File: src/rtl/nsf_pkg.sv
package nsf_pkg;

    typedef enum logic [2:0] {
        CMD_HOLD   = 3'd0,
        CMD_PUSH   = 3'd1,
        CMD_POP    = 3'd2,
        CMD_LOAD   = 3'd3,
        CMD_POPLD  = 3'd4,
        CMD_PUSHLD = 3'd5,
        CMD_NIB    = 3'd6,
        CMD_RSVD   = 3'd7
    } cmd_e;

    typedef enum logic {
        ST_OPC = 1'b0,
        ST_LIT = 1'b1
    } lit_state_e;

    typedef enum logic [2:0] {
        TS_KEEP,
        TS_NOS,
        TS_IN,
        TS_NIB_EXT,
        TS_NIB_SHIFT
    } tos_src_e;

    typedef enum logic [1:0] {
        NS_KEEP,
        NS_TOS,
        NS_RAM
    } nos_src_e;

    localparam int NIB_W = 7;

endpackage

File: src/rtl/nsf_stack_ram.sv
module nsf_stack_ram #(
    parameter int DATA_W = 16,
    parameter int DEPTH  = 16,
    localparam int PTR_W = $clog2(DEPTH)
) (
    input  logic              clk,
    input  logic              we,
    input  logic [PTR_W-1:0]  waddr,
    input  logic [DATA_W-1:0] wdata,
    input  logic [PTR_W-1:0]  raddr,
    output logic [DATA_W-1:0] rdata
);

    logic [DATA_W-1:0] mem [DEPTH];

    always_ff @(posedge clk) begin
        if (we) begin
            mem[waddr] <= wdata;
        end
    end

    assign rdata = mem[raddr];

endmodule

File: src/rtl/nsf_ptr.sv
module nsf_ptr #(
    parameter int DEPTH  = 16,
    localparam int PTR_W = $clog2(DEPTH)
) (
    input  logic             clk,
    input  logic             rst,
    input  logic             step_up,
    input  logic             step_dn,
    input  logic             wr_en,
    input  logic [PTR_W-1:0] wr_val,
    output logic [PTR_W-1:0] ptr,
    output logic [PTR_W-1:0] ptr_inc
);

    logic [PTR_W-1:0] ptr_q;
    logic [PTR_W-1:0] ptr_d;

    assign ptr_inc = ptr_q + PTR_W'(1);

    always_comb begin
        ptr_d = ptr_q;
        if (wr_en) begin
            ptr_d = wr_val;
        end else if (step_up) begin
            ptr_d = ptr_inc;
        end else if (step_dn) begin
            ptr_d = ptr_q - PTR_W'(1);
        end
    end

    always_ff @(posedge clk) begin
        if (rst) begin
            ptr_q <= '0;
        end else begin
            ptr_q <= ptr_d;
        end
    end

    assign ptr = ptr_q;


    ptr_write_chk: assert property (@(posedge clk) disable iff (rst)
        wr_en |=> ptr_q == $past(wr_val));


    ptr_up_wrap_chk: assert property (@(posedge clk) disable iff (rst)
        (step_up && !wr_en && ptr_q == PTR_W'(DEPTH-1)) |=> ptr_q == '0);


    ptr_dn_wrap_chk: assert property (@(posedge clk) disable iff (rst)
        (step_dn && !wr_en && ptr_q == '0) |=> ptr_q == PTR_W'(DEPTH-1));

endmodule

File: src/rtl/nsf_lit_fsm.sv
module nsf_lit_fsm
    import nsf_pkg::*;
(
    input  logic clk,
    input  logic rst,
    input  cmd_e cmd,
    output logic lit,
    output logic nib_push,
    output logic nib_shift
);

    lit_state_e state_q;
    lit_state_e state_d;

    always_comb begin
        unique case (state_q)
            ST_OPC:  state_d = (cmd == CMD_NIB) ? ST_LIT : ST_OPC;
            ST_LIT:  state_d = (cmd == CMD_NIB) ? ST_LIT : ST_OPC;
            default: state_d = ST_OPC;
        endcase
    end

    always_ff @(posedge clk) begin
        if (rst) begin
            state_q <= ST_OPC;
        end else begin
            state_q <= state_d;
        end
    end

    always_comb begin
        lit       = 1'b0;
        nib_push  = 1'b0;
        nib_shift = 1'b0;
        unique case (state_q)
            ST_OPC: begin
                nib_push = (cmd == CMD_NIB);
            end
            ST_LIT: begin
                lit       = 1'b1;
                nib_shift = (cmd == CMD_NIB);
            end
            default: ;
        endcase
    end


    lit_set_chk: assert property (@(posedge clk) disable iff (rst)
        (cmd == CMD_NIB) |=> lit);


    lit_clear_chk: assert property (@(posedge clk) disable iff (rst)
        (cmd != CMD_NIB) |=> !lit);

endmodule

File: src/rtl/nibble_stack_front.sv
module nibble_stack_front
    import nsf_pkg::*;
#(
    parameter int DATA_W = 16,
    parameter int DEPTH  = 16,
    localparam int PTR_W = $clog2(DEPTH)
) (
    input  logic              clk,
    input  logic              rst,
    input  logic [2:0]        cmd,
    input  logic [6:0]        nib,
    input  logic [DATA_W-1:0] tos_in,
    input  logic              sp_we,
    input  logic [PTR_W-1:0]  sp_wdata,
    output logic [DATA_W-1:0] tos,
    output logic [DATA_W-1:0] nos,
    output logic [PTR_W-1:0]  sp,
    output logic              lit
);

    localparam int EXT_W = DATA_W - NIB_W;

    cmd_e              cmd_v;
    logic              nib_push;
    logic              nib_shift;
    logic              step_up;
    logic              step_dn;
    tos_src_e          tos_src;
    nos_src_e          nos_src;
    logic [DATA_W-1:0] tos_q;
    logic [DATA_W-1:0] nos_q;
    logic [DATA_W-1:0] tos_d;
    logic [DATA_W-1:0] nos_d;
    logic [DATA_W-1:0] ram_rd;
    logic [DATA_W-1:0] nib_ext;
    logic [DATA_W-1:0] nib_shl;
    logic [PTR_W-1:0]  ptr_inc;

    assign cmd_v = cmd_e'(cmd);

    nsf_lit_fsm u_fsm (
        .clk       (clk),
        .rst       (rst),
        .cmd       (cmd_v),
        .lit       (lit),
        .nib_push  (nib_push),
        .nib_shift (nib_shift)
    );

    generate
        if (EXT_W > 0) begin : g_ext
            assign nib_ext = {{EXT_W{nib[NIB_W-1]}}, nib};
            assign nib_shl = {tos_q[EXT_W-1:0], nib};
        end else begin : g_narrow
            assign nib_ext = nib[DATA_W-1:0];
            assign nib_shl = nib[DATA_W-1:0];
        end
    endgenerate

    always_comb begin
        tos_src = TS_KEEP;
        nos_src = NS_KEEP;
        step_up = 1'b0;
        step_dn = 1'b0;
        unique case (cmd_v)
            CMD_HOLD, CMD_RSVD: ;
            CMD_PUSH: begin
                nos_src = NS_TOS;
                step_up = 1'b1;
            end
            CMD_POP: begin
                tos_src = TS_NOS;
                nos_src = NS_RAM;
                step_dn = 1'b1;
            end
            CMD_LOAD: begin
                tos_src = TS_IN;
            end
            CMD_POPLD: begin
                tos_src = TS_IN;
                nos_src = NS_RAM;
                step_dn = 1'b1;
            end
            CMD_PUSHLD: begin
                tos_src = TS_IN;
                nos_src = NS_TOS;
                step_up = 1'b1;
            end
            CMD_NIB: begin
                if (nib_push) begin
                    tos_src = TS_NIB_EXT;
                    nos_src = NS_TOS;
                    step_up = 1'b1;
                end else if (nib_shift) begin
                    tos_src = TS_NIB_SHIFT;
                end
            end
            default: ;
        endcase
    end

    always_comb begin
        unique case (tos_src)
            TS_NOS:       tos_d = nos_q;
            TS_IN:        tos_d = tos_in;
            TS_NIB_EXT:   tos_d = nib_ext;
            TS_NIB_SHIFT: tos_d = nib_shl;
            default:      tos_d = tos_q;
        endcase
        unique case (nos_src)
            NS_TOS:  nos_d = tos_q;
            NS_RAM:  nos_d = ram_rd;
            default: nos_d = nos_q;
        endcase
    end

    always_ff @(posedge clk) begin
        if (rst) begin
            tos_q <= '0;
            nos_q <= '0;
        end else begin
            tos_q <= tos_d;
            nos_q <= nos_d;
        end
    end

    nsf_ptr #(.DEPTH(DEPTH)) u_ptr (
        .clk     (clk),
        .rst     (rst),
        .step_up (step_up),
        .step_dn (step_dn),
        .wr_en   (sp_we),
        .wr_val  (sp_wdata),
        .ptr     (sp),
        .ptr_inc (ptr_inc)
    );

    nsf_stack_ram #(.DATA_W(DATA_W), .DEPTH(DEPTH)) u_ram (
        .clk   (clk),
        .we    (step_up & ~rst),
        .waddr (ptr_inc),
        .wdata (nos_q),
        .raddr (sp),
        .rdata (ram_rd)
    );

    assign tos = tos_q;
    assign nos = nos_q;


    reset_clear_chk: assert property (@(posedge clk)
        rst |=> (tos == '0 && nos == '0 && sp == '0 && !lit));


    shift_no_move_chk: assert property (@(posedge clk) disable iff (rst)
        (cmd == 3'd6 && lit && !sp_we) |=> ($stable(sp) && $stable(nos)));


    push_copy_chk: assert property (@(posedge clk) disable iff (rst)
        (cmd == 3'd1) |=> (nos == $past(tos) && tos == $past(tos)));


    pop_move_chk: assert property (@(posedge clk) disable iff (rst)
        (cmd == 3'd2) |=> tos == $past(nos));


    load_keep_chk: assert property (@(posedge clk) disable iff (rst)
        (cmd == 3'd3 && !sp_we) |=> (tos == $past(tos_in) && $stable(nos) && $stable(sp)));


    hold_stable_chk: assert property (@(posedge clk) disable iff (rst)
        ((cmd == 3'd0 || cmd == 3'd7) && !sp_we) |=> ($stable(tos) && $stable(nos) && $stable(sp)));

endmodule

File: config.mk
export PLATFORM = sky130hd
export DESIGN_NAME = nibble_stack_front
export DESIGN_NICKNAME = d
export VERILOG_FILES = /design/src/rtl/nsf_pkg.sv /design/src/rtl/nsf_stack_ram.sv /design/src/rtl/nsf_ptr.sv /design/src/rtl/nsf_lit_fsm.sv /design/src/rtl/nibble_stack_front.sv
export SDC_FILE = /design/constraint.sdc
export NUM_CORES = 1
export LEC_CHECK = 0
export BUFFER_PORTS_ARGS = -buffer_cell sky130_fd_sc_hd__buf_4
export CORE_MARGIN = 2
export CORE_UTILIZATION = 55
export CTS_CLUSTER_DIAMETER = 40
export DETAILED_ROUTE_END_ITERATION = 10
export PLACE_DENSITY = 0.85
export SLEW_MARGIN = 20
export SYNTH_ARGS = -nofsm -noshare
export SYNTH_HDL_FRONTEND = slang
export SYNTH_SLANG_ARGS = --single-unit
File: constraint.sdc
create_clock -name clk -period 3.5 [get_ports clk]
set_input_delay 0.7 -clock clk [delete_from_list [all_inputs] [get_ports clk]]
set_output_delay 0.7 -clock clk [all_outputs]
set_load 0.01 [all_outputs]
Word level (Yosys, flattened, before mapping)
Memory sizes are Yosys's and may differ from the RTL's. A register that Yosys moved wholly into a read port is not among the register bits. Cells that the tools add are included.

Logic and storage cells: 48. RAM bits: 256. Output and inout bits: 37. Flip-flop bits (word level): 37. Memories kept: 1. Input port bits: 33.

Memories: u_ram.mem (depth 16, width 16, rd ports 1, clocked after memory_dff 1, wr ports 1, line nsf_stack_ram.sv:14) `logic [DATA_W-1:0] mem [DEPTH];`.

Mux-type cells: 21. Reduce and logical (&&, ||, !) cells: 6. $add $sub $neg: 2. Bitwise operators: 2. Equality and inequality tests: 12.

Operators by type and width (number): $pmux W16 S4 (1); $pmux W16 S2 (1); $mux W4 (5); $eq A3 B2 Y1 const B (4); $eq A3 B3 Y1 const B (4); $mux W1 (9); $pmux W3 S3 (1); $eq A3 B1 Y1 const B (2); $mux W3 (2); $pmux W2 S3 (1); $add A4 B1 Y4 const B (1); $reduce_bool A4 Y1 (1); $reduce_or A2 Y1 (2); $sub A4 B1 Y4 const B (1); $reduce_bool A3 Y1 (1); $reduce_or A3 Y1 (1); $eq A2 B1 Y1 const B (1); $eq A2 B2 Y1 const B (1); $pmux W1 S2 (1); $reduce_bool A2 Y1 (1); $and A1 B1 Y1 (1); $not A1 Y1 (1).

Logic depth before layout (Yosys ltp)
Gate-level depths: netlist of run 1.

Word-level depth: 8. Depth in mapped cells: 10. Depth with buffers taken out: 7.

Hierarchy
From an unflattened synthesis of run 1, not the netlist that was laid out.

Cells, all modules: 659. Area, all modules: 11802.6 µm².

By module, submodules not included: nsf_stack_ram (seq. area each 7687.4 µm², cells an instance 416, instances 1, area each 9723.1 µm²); nibble_stack_front (seq. area each 640.6 µm², cells an instance 199, instances 1, area each 1694.1 µm²); nsf_ptr (seq. area each 80.1 µm², cells an instance 40, instances 1, area each 330.3 µm²); nsf_lit_fsm (seq. area each 20.0 µm², cells an instance 4, instances 1, area each 55.1 µm²).

Worst setup path before layout of run 1
OpenSTA, ideal clock, no wires.

Path type: in2reg. Start: in cmd[0]. End: mem u_ram.mem[12][0], enable pin. Slack: 0.328 ns. Required time: 3.087 ns. Data arrival time: 2.760 ns. Path buffers: 1. Stages: 5. Path through: buf_2 -> nand4bb_1 -> a21oi_1 -> nand2_1 -> nor3b_1.

Cells in the longest elaborated chain, start to end: 7. Elaborated cells between the ends (all ways): 10. Those cells by class: eq/ne (3); mux (5); bitwise (1); reduce/logical (1).

RTL lines: start, declared (line nibble_stack_front.sv:10) `input logic [2:0] cmd,`; $eq A3 B3 Y1 (line nsf_lit_fsm.sv:37, nibble_stack_front.sv:65); $mux W1 (line nsf_lit_fsm.sv:35) `unique case (state_q)`; $mux W1 (line nibble_stack_front.sv:90) `if (nib_push) begin`; $pmux W1 S2 * (line nibble_stack_front.sv:65) `unique case (cmd_v)`; $and A1 B1 Y1 * (line nibble_stack_front.sv:140) `.we (step_up & ~rst),`; $mux W1 * (line nsf_stack_ram.sv:17) `if (we) begin`; $mux W1 (not written as such) * (line nsf_stack_ram.sv:18) `mem[waddr] <= wdata;`; end, declared (line nsf_stack_ram.sv:14).

Mark *: on every way between the ends. The rest lies on a longest branch, timed or not.

Worst setup path in the final report of run 1
Start: reg nos_q[5], in the netlist nos[5]. End: out nos[5].

RTL lines: start, declared (line nibble_stack_front.sv:31) `logic [DATA_W-1:0] nos_q;`; start signal, assigned (line nibble_stack_front.sv:123) `nos_q <= nos_d;`; end, declared (line nibble_stack_front.sv:16) `output logic [DATA_W-1:0] nos,`.

No word-level cell between the ends.

==> results by stage, run 1 <==
Status:
- The run finished with clean final reports.

Placement:
- The final estimated routing congestion in global placement is 0.933.
- Buffers placed on the I/O ports in this run total between 60 and 70.
- The total placed cells including tap cells is 1062.
- The final HPWL from detailed placement is between 20000 and 25000 µm.

Logic synthesis:
- The async set-reset flop share out of synthesis is 0.
- Ranked by total cell area, the synthesized netlist is headed by sky130_fd_sc_hd__edfxtp_1 (64%), sky130_fd_sc_hd__mux4_2 (11%), sky130_fd_sc_hd__dfxtp_1 (6.8%).
- Of the post-synthesis cell area, the dominant cell type holds 0.636.
- The post-synthesis area per instance is 16.8 µm².
- The number of cells produced by synthesis is 721.
- Summing every instance area after synthesis gives around 12000 µm².
- The net count after synthesis is 760.
- The portion of the post-synthesis area used by sequential elements is 0.703.
- Of all cell types, the one taking the most synthesized area is sky130_fd_sc_hd__edfxtp_1.
- Synthesis inferred 297 register bits.
- Synthesis instantiated 53 different standard cells from the library.
- During synthesis, Yosys emitted a total of 0 warnings.
- The number of enable flip-flop cells after synthesis is between 200 and 300.
- The top flip-flop cell by instance count after synthesis is sky130_fd_sc_hd__edfxtp_1.

Routing:
- The detailed router's first-iteration violation count is between 800 and 900.
- The met3 wire length is 2810 µm.
- The average wire per cell in the routed design is 27.7 µm.
- The first-pass iteration count of the detailed router is 7.
- The post-detailed-route via-to-cell ratio is 6.55.
- The wire length on met1 is between 10000 and 15000 µm.
- The top routing layer in use is met4.
- In the detailed route, the total length drawn on met2 is 14900 µm.
- In this run the remaining antenna-violating nets after routing total 0.
- The via total after detailed routing is about 7400.
- After detailed routing, the total wire length is approximately 31000 µm.
- In the routed design, unresolved DRC markers number 0.

Clock network:
- Clock tree synthesis found a total of 297 sinks.
- The clock latency reported for the late side of the worst-skew pair is 0.53 ns.
- TritonCTS created 38 clock buffers.
- The clock transition at the registers of the reported paths is approximately 0.050 ns.
- The clock root buffer master is sky130_fd_sc_hd__clkbuf_16.
- After clock tree synthesis, the flow added hold-fix buffers numbering 0.
- Once the clock tree was built, the resizer swapped 0 gates to a different size.
- The worst-case clock buffer depth is 3.
- The post-CTS setup buffer count is 0.
- TritonCTS built the clock tree.
- The CTS H-tree depth is 2.

STA:
- Setup repair after global routing left no endpoint under its margin.
- The final setup violation count is 0.
- In the finished design, the share of the clock period the worst path needs comes to 0.686.
- The final hold violation count is 0.
- The worst slew margin relative to its limit is 0.385.
- The post-route minimum period is 2.40 ns.
- For the final database, setup skew stands at approximately 0.022 ns.
- At the pin with the least slew margin, the transition time is 0.921 ns.
- The final max-slew violation count came to 0.
- The highest achievable clock rate is 0.416 GHz.
- The setup total negative slack is 0 ns.

Setup path:
- The largest single stage delay on the critical path is 0.92 ns.
- Walking the worst path, the cells encountered are buf_4.
- The data arrival time at the worst-slack endpoint is 1.70 ns.
- In this run the worst path has a maximum fanout of 19.
- The highest-delay cell along the critical path is sky130_fd_sc_hd__dfxtp_1.
- The worst setup path is launched from a register.
- The element type at the critical path end is an output port.
- The kind of cell with the highest combined delay along the critical path is flip-flops.
- The worst setup path is of the register to output port kind.
- Counting both buffers and inverters, the worst setup path holds a total of 1.
- For the worst setup path, the data required time is roughly 2.8 ns.

Final layout:
- The count of filler cells inserted in the layout is between 1000 and 1500.
- The finished layout holds 1132 standard cells, fillers aside.
- The fraction of final layout cells sized beyond drive strength 1 is 0.298.
- The synthesis-to-layout area growth is 18.7%.
- The total inserted antenna cells is 0.
- The final net count is 861.

GRT:
- The overall routing resource usage is 0.272.
- The initial antenna violation count came to 0.
- The remaining global-route overflow is 0.
- Entering global routing, the biggest net connects between 40 and 50 pins.
- The number of global-route vias before repair was 7387.
- The global-route wire length before repair is 46900 µm.

Die:
- The area of the die is 23200 µm².
- The die width is about 150 µm.
- The initial utilization of the core area, before any placement, comes to 0.558.
- In this run the core area contains 54 standard-cell rows.
- The floorplan step set the die height to 152 µm.
- The core area is 21700 µm².
- 70 I/O pins were placed.

Pwr:
- The analysis attributes to cell leakage a power of 0.00502 µW.
- The power density relative to cell area is around 620 nW/µm².
- The worst voltage drop across the vdd grid is between 500 and 600 µV.

Hold path:
- In this run the worst hold path is classified as primary input to register.

Flow run:
- Across the run, the number of max-cap violations was 0.
-- cells by family (layout without fill, tap and decap cells) --
logic type,Yosys count,count (layout),share of synthesized area
DFF,297,297,0.703
AOI/OAI and AO/OA,151,151,0.0892
and+or+nand+nor,119,119,0.0456
muxes,78,78,0.126
buffers and inverters,64,195,0.0253
adders and majority gates,6,6,0.00621
xor gates and xnor gates,6,6,0.00435
-- stage by stage --
stage               worst slack [ns]  power, µW  hold slack [ns]  cell area [µm²]   util
global placement               0.735       4970            0.532            13100  0.603
floorplan                      0.328       4620            0.511            12100      -
global route                   0.970       9090            0.478            14400  0.662
detailed placement             0.685       4990            0.535            13100  0.603
finish                          1.10       8830            0.474            14400  0.662
CTS                             1.10       8860            0.457            14400  0.662
-- final cells by class --
cell class                      instances  area, µm²  area share
Clock buffer                           44        983      0.0685
Clock inverter                         26        295      0.0206
Inverter                               17       63.8     0.00445
Multi-Input combinational cell        360       3330       0.232
Sequential cell                       297       8510       0.593
Tap cell                              280        350      0.0244
Timing Repair Buffer                  108        823      0.0574
-- flip-flops by register name, indices dropped and copies added, names as in the netlist, named ones only --
signal / flops
u_fsm.state_q: 1
nos: 16
tos: 16
u_ptr.ptr: 4
u_ram.mem: 256
-- final timing paths --
path,from,endpoint,slack (ns),cells after the start
max reg2reg,register,nos[1],1.12,5
min,sp_wdata[1],register,0.47,3
min reg2reg,tos[6],tos[6],0.54,2
max,nos[5],nos[5],1.10,1
-- cells in the final DEF (no fill, tap or decap), drive strengths merged, types with 5 or more instances in the layout --
cell,count
o31ai,6
dfxtp,41
nand2,32
edfxtp,256
o21ai,33
nor3,7
inv,26
a2111oi,8
or3,5
mux4,59
clkinv,8
ha,6
nand2b,6
a221oi,11
o211a,11
a22o,22
nor2,48
nand3,5
o221ai,5
buf,108
a31oi,5
o211ai,5
mux2i,19
clkinvlp,5
a21oi,31
clkbuf,44
-- routing by layer --
metal / track usage / vias up
li1: - / 3109
met1: 0.382 / 3767
met2: 0.427 / 458
met3: 0.0557 / 82
met4: 0.104 / 0
met5: 0 / -
-- cell usage after synthesis (all sizes together) (3+ instances only) --
cell type,number
ha,6
mux2i,19
inv,17
nand2b,6
clkbuf,21
edfxtp,256
or3,5
a22o,22
nor2b,4
nand4,4
o211a,11
a31oi,5
mux4,59
o211ai,5
o21ai,33
o22ai,3
nand3,5
a211oi,3
o221ai,5
a221oi,11
nor2,48
xnor2,3
nand2,32
a21oi,31
buf,26
dfxtp,41
xor2,3
nor3,7
o31ai,6
a2111oi,8
-- power breakdown --
part           internal [µW]  switching [µW]  total (µW)
clock                   2360            1530        3890
combinational            346             497         843
sequential              3980             125        4100
(Power assumes the default switching activity.)
==> inputs of run 2 (changes only) <==
==> constraint.sdc (replaced) <==
create_clock -name clk -period 2.34 [get_ports clk]
set_input_delay 0.468 -clock clk [delete_from_list [all_inputs] [get_ports clk]]
set_output_delay 0.468 -clock clk [all_outputs]
set_load 0.01 [all_outputs]
==> results by stage, run 2 (same netlist as run 1, synthesis figures left out) <==
STA:
- The worst slew margin relative to its limit is 0.354 (-0.0311).
- The final hold violation count was 0 (unchanged).
- The worst-case clock skew is 0.0250 ns (+0.00259 ns).
- The final setup violation count is 0 (unchanged).
- Based on the critical path, the design can be clocked at up to 0.452 GHz.
- Counting I/O delays and the setup requirement, the final critical path takes roughly 2.2 ns.
- The worst setup margin came to 0.128 ns (-0.971 ns).
- The transition time at the pin with the least slew margin is 0.967 ns (+0.0459 ns).
- The final max-slew violation count is 0 (unchanged).
- Of the available clock period, the critical path in the final layout requires 0.945.
- Setup repair after global routing left no endpoint under its margin.

Final layout:
- The total inserted antenna cells is 0 (unchanged).
- The library cell used most frequently in the layout, excluding fill and tap cells, is sky130_fd_sc_hd__edfxtp_1.
- The register name with the most flops is u_ram.mem.
- The top cell types in the final layout, fill and taps aside, are sky130_fd_sc_hd__edfxtp_1 (256), sky130_fd_sc_hd__buf_4 (109), sky130_fd_sc_hd__mux4_2 (58), sky130_fd_sc_hd__dfxtp_1 (39), sky130_fd_sc_hd__clkbuf_16 (36).
- The final net count is 879 (+2.1%).
- The flip-flop count of the largest register after layout is 256 (unchanged).
- The final cell count without fillers is 1147 (+1.3%).
- Compared with the post-synthesis result, the final layout area differs by 21.4%.
- The fraction of final layout cells sized beyond drive strength 1 is 0.310 (+0.0121).
- The count of filler cells inserted in the layout is 1355 (-1.0%).

Placement:
- The quantity of I/O buffers inserted on ports is 69 (unchanged).
- The final estimated routing congestion in global placement is 0.862 (-7.6%).
- The final HPWL from detailed placement is 19300 µm (-3.5%).
- The setup slack after placement is 0.0651 ns (-0.620 ns).
- The total placed cells including tap cells is 1082 (+1.9%).

Pwr:
- The static leakage is 0.00516 µW (+2.9%).
- The part of the total power dissipated in combinational logic is 0.097 (+0.002).
- The worst voltage drop across the vdd grid is 775 µV (+50%).
- The design internal power was 9880 µW (+48%).
- The share of total power in the clock network is 0.432 (-0.008).
- The switching fraction of total power is 0.240 (-0.00299).
- The power density relative to cell area came to 886 nW/µm² (+44%).
- The sequential cell fraction of total power is 0.471 (+0.007).
- The switching power summed over all nets is 3130 µW (+45%).

Setup path:
- The most critical setup path has its startpoint at u_fsm.state_q.
- The top fanout value on the critical path is 22 (+3).
- The data arrival time at the worst-slack endpoint is 2.62 ns (+0.92 ns).
- The flop-to-flop setup slack is 0.13 ns (-0.99 ns).
- The highest-delay cell along the critical path is sky130_fd_sc_hd__dfxtp_1.
- The worst setup path is of the register to register kind.
- The number of cell instances on the worst register-to-register path is 6 (+1).
- The delay of the slowest critical-path stage is 0.42 ns (-0.50 ns).
- The element type at the critical path end is a register.
- The worst setup path is launched from a register.
- The critical path data required time is 2.74 ns (-0.06 ns).
- In this run the critical register-to-register path is launched from u_fsm.state_q.
- The worst register-to-register path ends at nos[10].
- The critical path goes through and4bb_2 -> nor2_1 -> ha_1 -> buf_4 -> a21oi_1 -> a221oi_1.

Clock network:
- The post-CTS setup buffer count came to 0 (unchanged).
- TritonCTS built the clock tree.
- The clock latency reported for the late side of the worst-skew pair is 0.53 ns (about the same).
- The quantity of hold-fixing buffers added after cts is 0 (unchanged).
- The number of clock sinks is 297 (unchanged).
- The TritonCTS buffer count is 36 (-5.3%).
- The post-cts sizing count came to 0 (unchanged).
- The clock transition at the registers of the reported paths was 0.06 ns (about the same).
- The CTS H-tree depth came to 2 (unchanged).
- The clock root buffer master is sky130_fd_sc_hd__clkbuf_16.
- The worst-case clock buffer depth is 3 (unchanged).

Status:
- The run finished with clean final reports.

Routing:
- The via total after detailed routing is 7417 (+0.013%).
- The detailed router's first-iteration violation count is 883 (-0.34%).
- The first-pass iteration count of the detailed router is 7 (unchanged).
- The number of nets with antenna violations after routing is 0 (unchanged).
- The number of remaining DRC errors is 0 (unchanged).
- The post-detailed-route via-to-cell ratio came to 6.47 (-1.3%).
- The average wire per cell in the routed design was 26.3 µm (-5.2%).
- The final wirelength came to 30100 µm (-3.9%).

GRT:
- The global-route track usage on met2 is 0.438 (+0.0109).
- The routing layer with the top usage in global route is met2.
- The largest net degree at the start of global routing is 44 (-10%).
- The met3 usage in global routing is 0.0560 (+0.000284).
- The met1 usage is 0.335 (-0.0468).
- The global-route wire length before repair is 45900 µm (-2.0%).
- The remaining global-route overflow is 0 (unchanged).
- The initial antenna violation count is 0 (unchanged).
- The number of global-route vias before repair came to 7642 (+3.5%).
- The overall routing resource usage is 0.262 (-0.0104).

Die:
- The top-level port count is 70 (unchanged).
- The area of the die is 23200 µm² (unchanged).
- The initial standard-cell utilization of the core is 0.558 (unchanged).
- The core area was 21700 µm² (unchanged).
- The count of standard-cell rows is 54 (unchanged).
- The die width is 152 µm (unchanged).
- The vertical die dimension is 152 µm (unchanged).

Flow run:
- The reported max-cap violation count is 0 (unchanged).

Hold path:
- The min-delay analysis places its worst path in the category primary input to register.
- The startpoint identified for the worst hold timing path is sp_wdata[0].
- The number of cells on the worst hold path was 3 (unchanged).
-- run 2: routing by layer --
metal / up-vias / part of all wire
met2: 454 / 0.50
li1: 3147 / -
met4: 0 / 0.044
met5: - / 0
met1: 3710 / 0.37
met3: 106 / 0.087
-- run 2: worst max path at each step --
| stage | endpoint | slack (ns) | depth (start not counted) |
|---|---|---|---|
| CTS | nos[7] | 0.21 | 5 |
| global route | nos[10] | 0.0008 | 6 |
| floorplan | u_ram.mem[11][0] | -0.07 | 5 |
| finish | nos[10] | 0.13 | 6 |
| global placement | u_ram.mem[15][4] | 0.13 | 6 |
| detailed placement | nos[0] | 0.07 | 7 |
-- run 2: power groups by stage --
stage | logic, µW | clock network, µW | registers (µW)
6_report | 1260 | 5620 | 6130
5_1_grt | 1340 | 5860 | 6140
4_1_cts | 1260 | 5670 | 6130
3_5_place_dp | 1240 | 0 | 6240
3_3_place_gp | 1200 | 0 | 6230
2_1_floorplan | 696 | 0 | 6220
-- run 2: critical path: cells and delay by family (launching register included) --
family	cells	cell delay, ns
and+or+nand+nor	2	0.52
AOI/OAI and AO/OA	2	0.40
DFF	1	0.42
adders and majority gates	1	0.40
buffers and inverters	1	0.34
-- run 2: through the flow --
stage                     utilization  total power [µW]  instance area, µm²  TNS [ns]  hold WS (ns)
after floorplan                     -              6910               12100    -15.24         0.511
after global placement          0.621              7430               13500         0         0.520
after detailed placement        0.621              7470               13500         0         0.516
after CTS                       0.677             13100               14700         0         0.238
after global routing            0.677             13300               14700         0         0.270
final                           0.677             13000               14700         0         0.244
-- run 2: area by class of cell --
cell class              count  area [µm²]  share of cell area
clock buffers              42         933              0.0636
clock inverters            23         289              0.0197
inverters                  17        63.8             0.00435
multi-input cells         360        3330               0.227
flip-flops and latches    297        8510               0.580
well taps                 280         350              0.0239
repair buffers            128        1200              0.0817
==> inputs of run 3 (changes only) <==
--- a/config.mk
+++ b/config.mk
@@ -5,6 +5,7 @@
 export SDC_FILE = /design/constraint.sdc
 export NUM_CORES = 1
 export LEC_CHECK = 0
+export ABC_AREA = 1
 export BUFFER_PORTS_ARGS = -buffer_cell sky130_fd_sc_hd__buf_4
 export CORE_MARGIN = 2
 export CORE_UTILIZATION = 55
==> results by stage, run 3 <==
Status:
- The flow ran to the end, and the final reports show no timing, DRC or antenna violations.

Pwr:
- The static leakage is 0.00582 µW (+13%).
- The power density relative to cell area was 858 nW/µm² (-3.1%).
- The worst voltage drop across the vdd grid was 767 µV (-1.1%).

Setup path:
- The beginning of the worst register-to-register path is u_ptr.ptr[1].
- The top fanout value on the critical path came to 16 (-27%).
- The element type at the critical path end is a register.
- The capture instance of the worst register-to-register path is u_ram.mem[0][7].
- The data arrival time at the worst-slack endpoint is 2.23 ns (-0.39 ns).
- The critical path data required time is 2.54 ns (-0.20 ns).
- The critical path startpoint category is a register.
- The flop-to-flop setup slack came to 0.31 ns (+0.18 ns).
- The delay of the slowest critical-path stage is 0.35 ns (-0.07 ns).
- For this design, the slowest cell found on the critical path is sky130_fd_sc_hd__dfxtp_1.
- The number of cell instances on the worst register-to-register path is 5 (-1).
- Walking the worst path, the cells encountered are ha_1 -> xnor2_1 -> nand2_1 -> nor3_2 -> buf_4.
- The critical path is of the register to register type.

Clock network:
- The clock root buffer master is sky130_fd_sc_hd__clkbuf_16.
- The clock latency reported for the late side of the worst-skew pair came to 0.52 ns (about the same).
- The post-CTS setup buffer count is 0 (unchanged).
- The clock transition at the registers of the reported paths is 0.06 ns (about the same).
- The quantity of hold-fixing buffers added after cts was 0 (unchanged).
- TritonCTS built the clock tree.
- The CTS H-tree depth came to 2 (unchanged).
- The number of clock sinks is 297 (unchanged).
- The worst-case clock buffer depth was 3 (unchanged).
- The TritonCTS buffer count is 34 (-5.6%).
- The post-cts sizing count came to 0 (unchanged).

STA:
- The transition time at the pin with the least slew margin is 0.760 ns (-0.207 ns).
- The period utilization is 0.869 (-0.0762).
- The post-route minimum period is 2.03 ns (-0.178 ns).
- The worst slew margin relative to its limit is 0.493 (+0.139).
- The final max-slew violation count is 0 (unchanged).
- The final hold violation count is 0 (unchanged).
- The worst-case clock skew is 0.0268 ns (+0.00182 ns).
- The worst setup margin came to 0.306 ns (+0.178 ns).
- The highest achievable clock rate came to 0.492 GHz (+8.8%).
- The final setup violation count is 0 (unchanged).
- Setup repair after global routing left no endpoint under its margin.
- The setup total negative slack was 0 ns (unchanged).

Flow run:
- The reported max-cap violation count came to 0 (unchanged).

Hold path:
- The worst hold path begins at tos_in[2].
- The number of cells on the worst hold path is 3 (unchanged).
- The path class of the lowest-slack min-delay path is primary input to register.
- The terminating pin of the worst hold path is tos[2].

Placement:
- The final estimated routing congestion in global placement is 0.977 (+13%).
- The setup slack after placement is 0.214 ns (+0.148 ns).
- The quantity of I/O buffers inserted on ports is 69 (unchanged).
- The final HPWL from detailed placement is 22700 µm (+18%).

GRT:
- The overall routing resource usage came to 0.291 (+0.0292).
- The initial antenna violation count was 0 (unchanged).
- The number of global-route vias before repair was 9128 (+19%).
- The remaining global-route overflow is 0 (unchanged).
- The global-route wire length before repair is 52600 µm (+15%).
- The largest net degree at the start of global routing was 101 (+130%).

Logic synthesis:
- The area share of xor/xnor cells in the synthesized design came to 0.00277 (-0.00158).
- The leading area contributor after synthesis is sky130_fd_sc_hd__edfxtp_1.
- Among all cell types in the netlist, the one instantiated most often is sky130_fd_sc_hd__nand2_1.
- The net count after synthesis is 1224 (+61%).
- The post-synthesis sequential element count is 297 (unchanged).
- Counting instances in the post-synthesis netlist gives the leading cell types as sky130_fd_sc_hd__nand2_1 (277), sky130_fd_sc_hd__edfxtp_1 (256), sky130_fd_sc_hd__nand3_1 (140), sky130_fd_sc_hd__nor2_1 (125), sky130_fd_sc_hd__inv_1 (83).
- The main combinational cell family by area after synthesis is simple AND/OR/NAND/NOR gates.
- The number of enable flip-flop cells after synthesis is 256 (unchanged).
- The multiplexer share of the synthesized area is 0 (-0.126).
- The number of cells produced by synthesis is 1185 (+64%).
- The portion of the post-synthesis area used by sequential elements is 0.672 (-0.0312).
- The fraction of post-synthesis cell area in the top cell type by area is 0.607 (-0.0281).
- The fraction of the mapped netlist area in compound gates came to 0.0744 (-0.0147).
- The post-synthesis area per instance is 10.7 µm² (-36%).
- The count of yosys warnings during synthesis is 0 (unchanged).
- The async set-reset flop share out of synthesis is 0 (unchanged).
- In the post-synthesis netlist, the biggest area contributors are sky130_fd_sc_hd__edfxtp_1 (61%), sky130_fd_sc_hd__nand2_1 (8.2%), sky130_fd_sc_hd__dfxtp_1 (6.5%).
- The most used flip-flop cell after synthesis is sky130_fd_sc_hd__edfxtp_1.
- The area of the mapped netlist was 12700 µm² (+4.6%).
- The simple logic cell fraction of the synthesized area was 0.186 (+0.140).
- The post-synthesis share of cell area spent on full adders, half adders and majority gates is 0.00593 (-0.000275).
- The number of distinct library cells after synthesis is 33 (-38%).

Routing:
- The average wire per cell in the routed design was 22.0 µm (-16%).
- The final wirelength is 35100 µm (+16%).
- The detailed router's first-iteration violation count is 1632 (+85%).
- The via total after detailed routing is 9669 (+30%).
- The number of remaining DRC errors is 0 (unchanged).
- The first-pass iteration count of the detailed router is 6 (-1).
- The post-detailed-route via-to-cell ratio was 6.06 (-6.3%).
- The number of nets with antenna violations after routing is 0 (unchanged).

Final layout:
- The synthesis-to-layout area growth is 17.9%.
- More flip-flops sit in one register than any other, and that register is u_ram.mem.
- The fraction of final layout cells sized beyond drive strength 1 is 0.169 (-0.142).
- In the layout the commonest cells are sky130_fd_sc_hd__nand2_1 (277), sky130_fd_sc_hd__edfxtp_1 (256), sky130_fd_sc_hd__nand3_1 (140), sky130_fd_sc_hd__nor2_1 (113), sky130_fd_sc_hd__buf_4 (107).
- The most frequent standard cell in the layout excluding fill and tap cells is sky130_fd_sc_hd__nand2_1.
- The flip-flop count of the largest register after layout is 256 (unchanged).
- The final net count is 1323 (+51%).
- The total inserted antenna cells is 0 (unchanged).

Die:
- The die width is 156 µm (+2.2%).
- The vertical die dimension is 156 µm (+2.2%).
- The top-level port count is 70 (unchanged).
- The core area is 22600 µm² (+4.4%).
- The initial standard-cell utilization of the core is 0.559 (+0.00130).
- The area of the die was 24200 µm² (+4.5%).
- The count of standard-cell rows was 55 (+1.9%).
[run 3: cells by family (layout without fill, tap and decap cells)]
kind of cell | count (synthesis) | count (layout)
AO/OA/AOI/OAI | 166 | 166
XOR/XNOR | 4 | 4
flip-flops | 297 | 297
AND/OR/NAND/NOR | 559 | 559
adder cells (fa/ha/maj) | 6 | 6
buffers and inverters | 153 | 278
[run 3: worst max-delay path by stage]
stage | start | end | depth (start not counted)
after floorplan | cmd[2] | u_ram.mem[4][0] | 8
after global placement | cmd[2] | u_ram.mem[6][11] | 10
after detailed placement | cmd[2] | u_ram.mem[6][3] | 10
after CTS | u_ptr.ptr[0] | u_ram.mem[0][7] | 5
after global routing | u_ptr.ptr[1] | u_ram.mem[0][7] | 5
final | u_ptr.ptr[1] | u_ram.mem[0][7] | 5
[run 3: metrics by stage]
stage          instances   util  hold slack, ns  total power, µW  area (µm²)
2_1_floorplan       1185      -           0.502             7070       12700
3_3_place_gp        1533  0.612           0.489             7750       13800
4_1_cts             1595  0.659           0.232            12800       14900
5_1_grt             1595  0.659           0.251            13100       14900
3_5_place_dp        1533  0.612           0.509             7800       13800
6_report            1595  0.659           0.237            12800       14900
[run 3: final cells by class]
type | instances | area, µm²
Clock buffer | 37 | 862
Clock inverter | 25 | 208
Fill cell | 1532 | 7720
Inverter | 90 | 343
Multi-Input combinational cell | 735 | 3450
Sequential cell | 297 | 8510
Tap cell | 285 | 357
Timing Repair Buffer | 126 | 1180
[run 3: power breakdown]
part	switching, µW	internal (µW)
registers	146	5950
logic	1150	529
clock network	2190	2850
[run 3: critical path: cells and delay by family, from the launching register on]
family        cells  cell delay, ns
simple gates      2            0.54
flops             1            0.35
xor+xnor          1            0.32
fa+ha+maj         1            0.23
buf+inv           1            0.28
[run 3: routing by layer]
metal / global-route usage / part of all wire / vias to the layer above
met3: 0.0597 / 0.13 / 141
met1: 0.399 / 0.37 / 4490
met5: 0 / 0 / -
li1: - / - / 4264
met4: 0.138 / 0.052 / 0
met2: 0.450 / 0.45 / 774
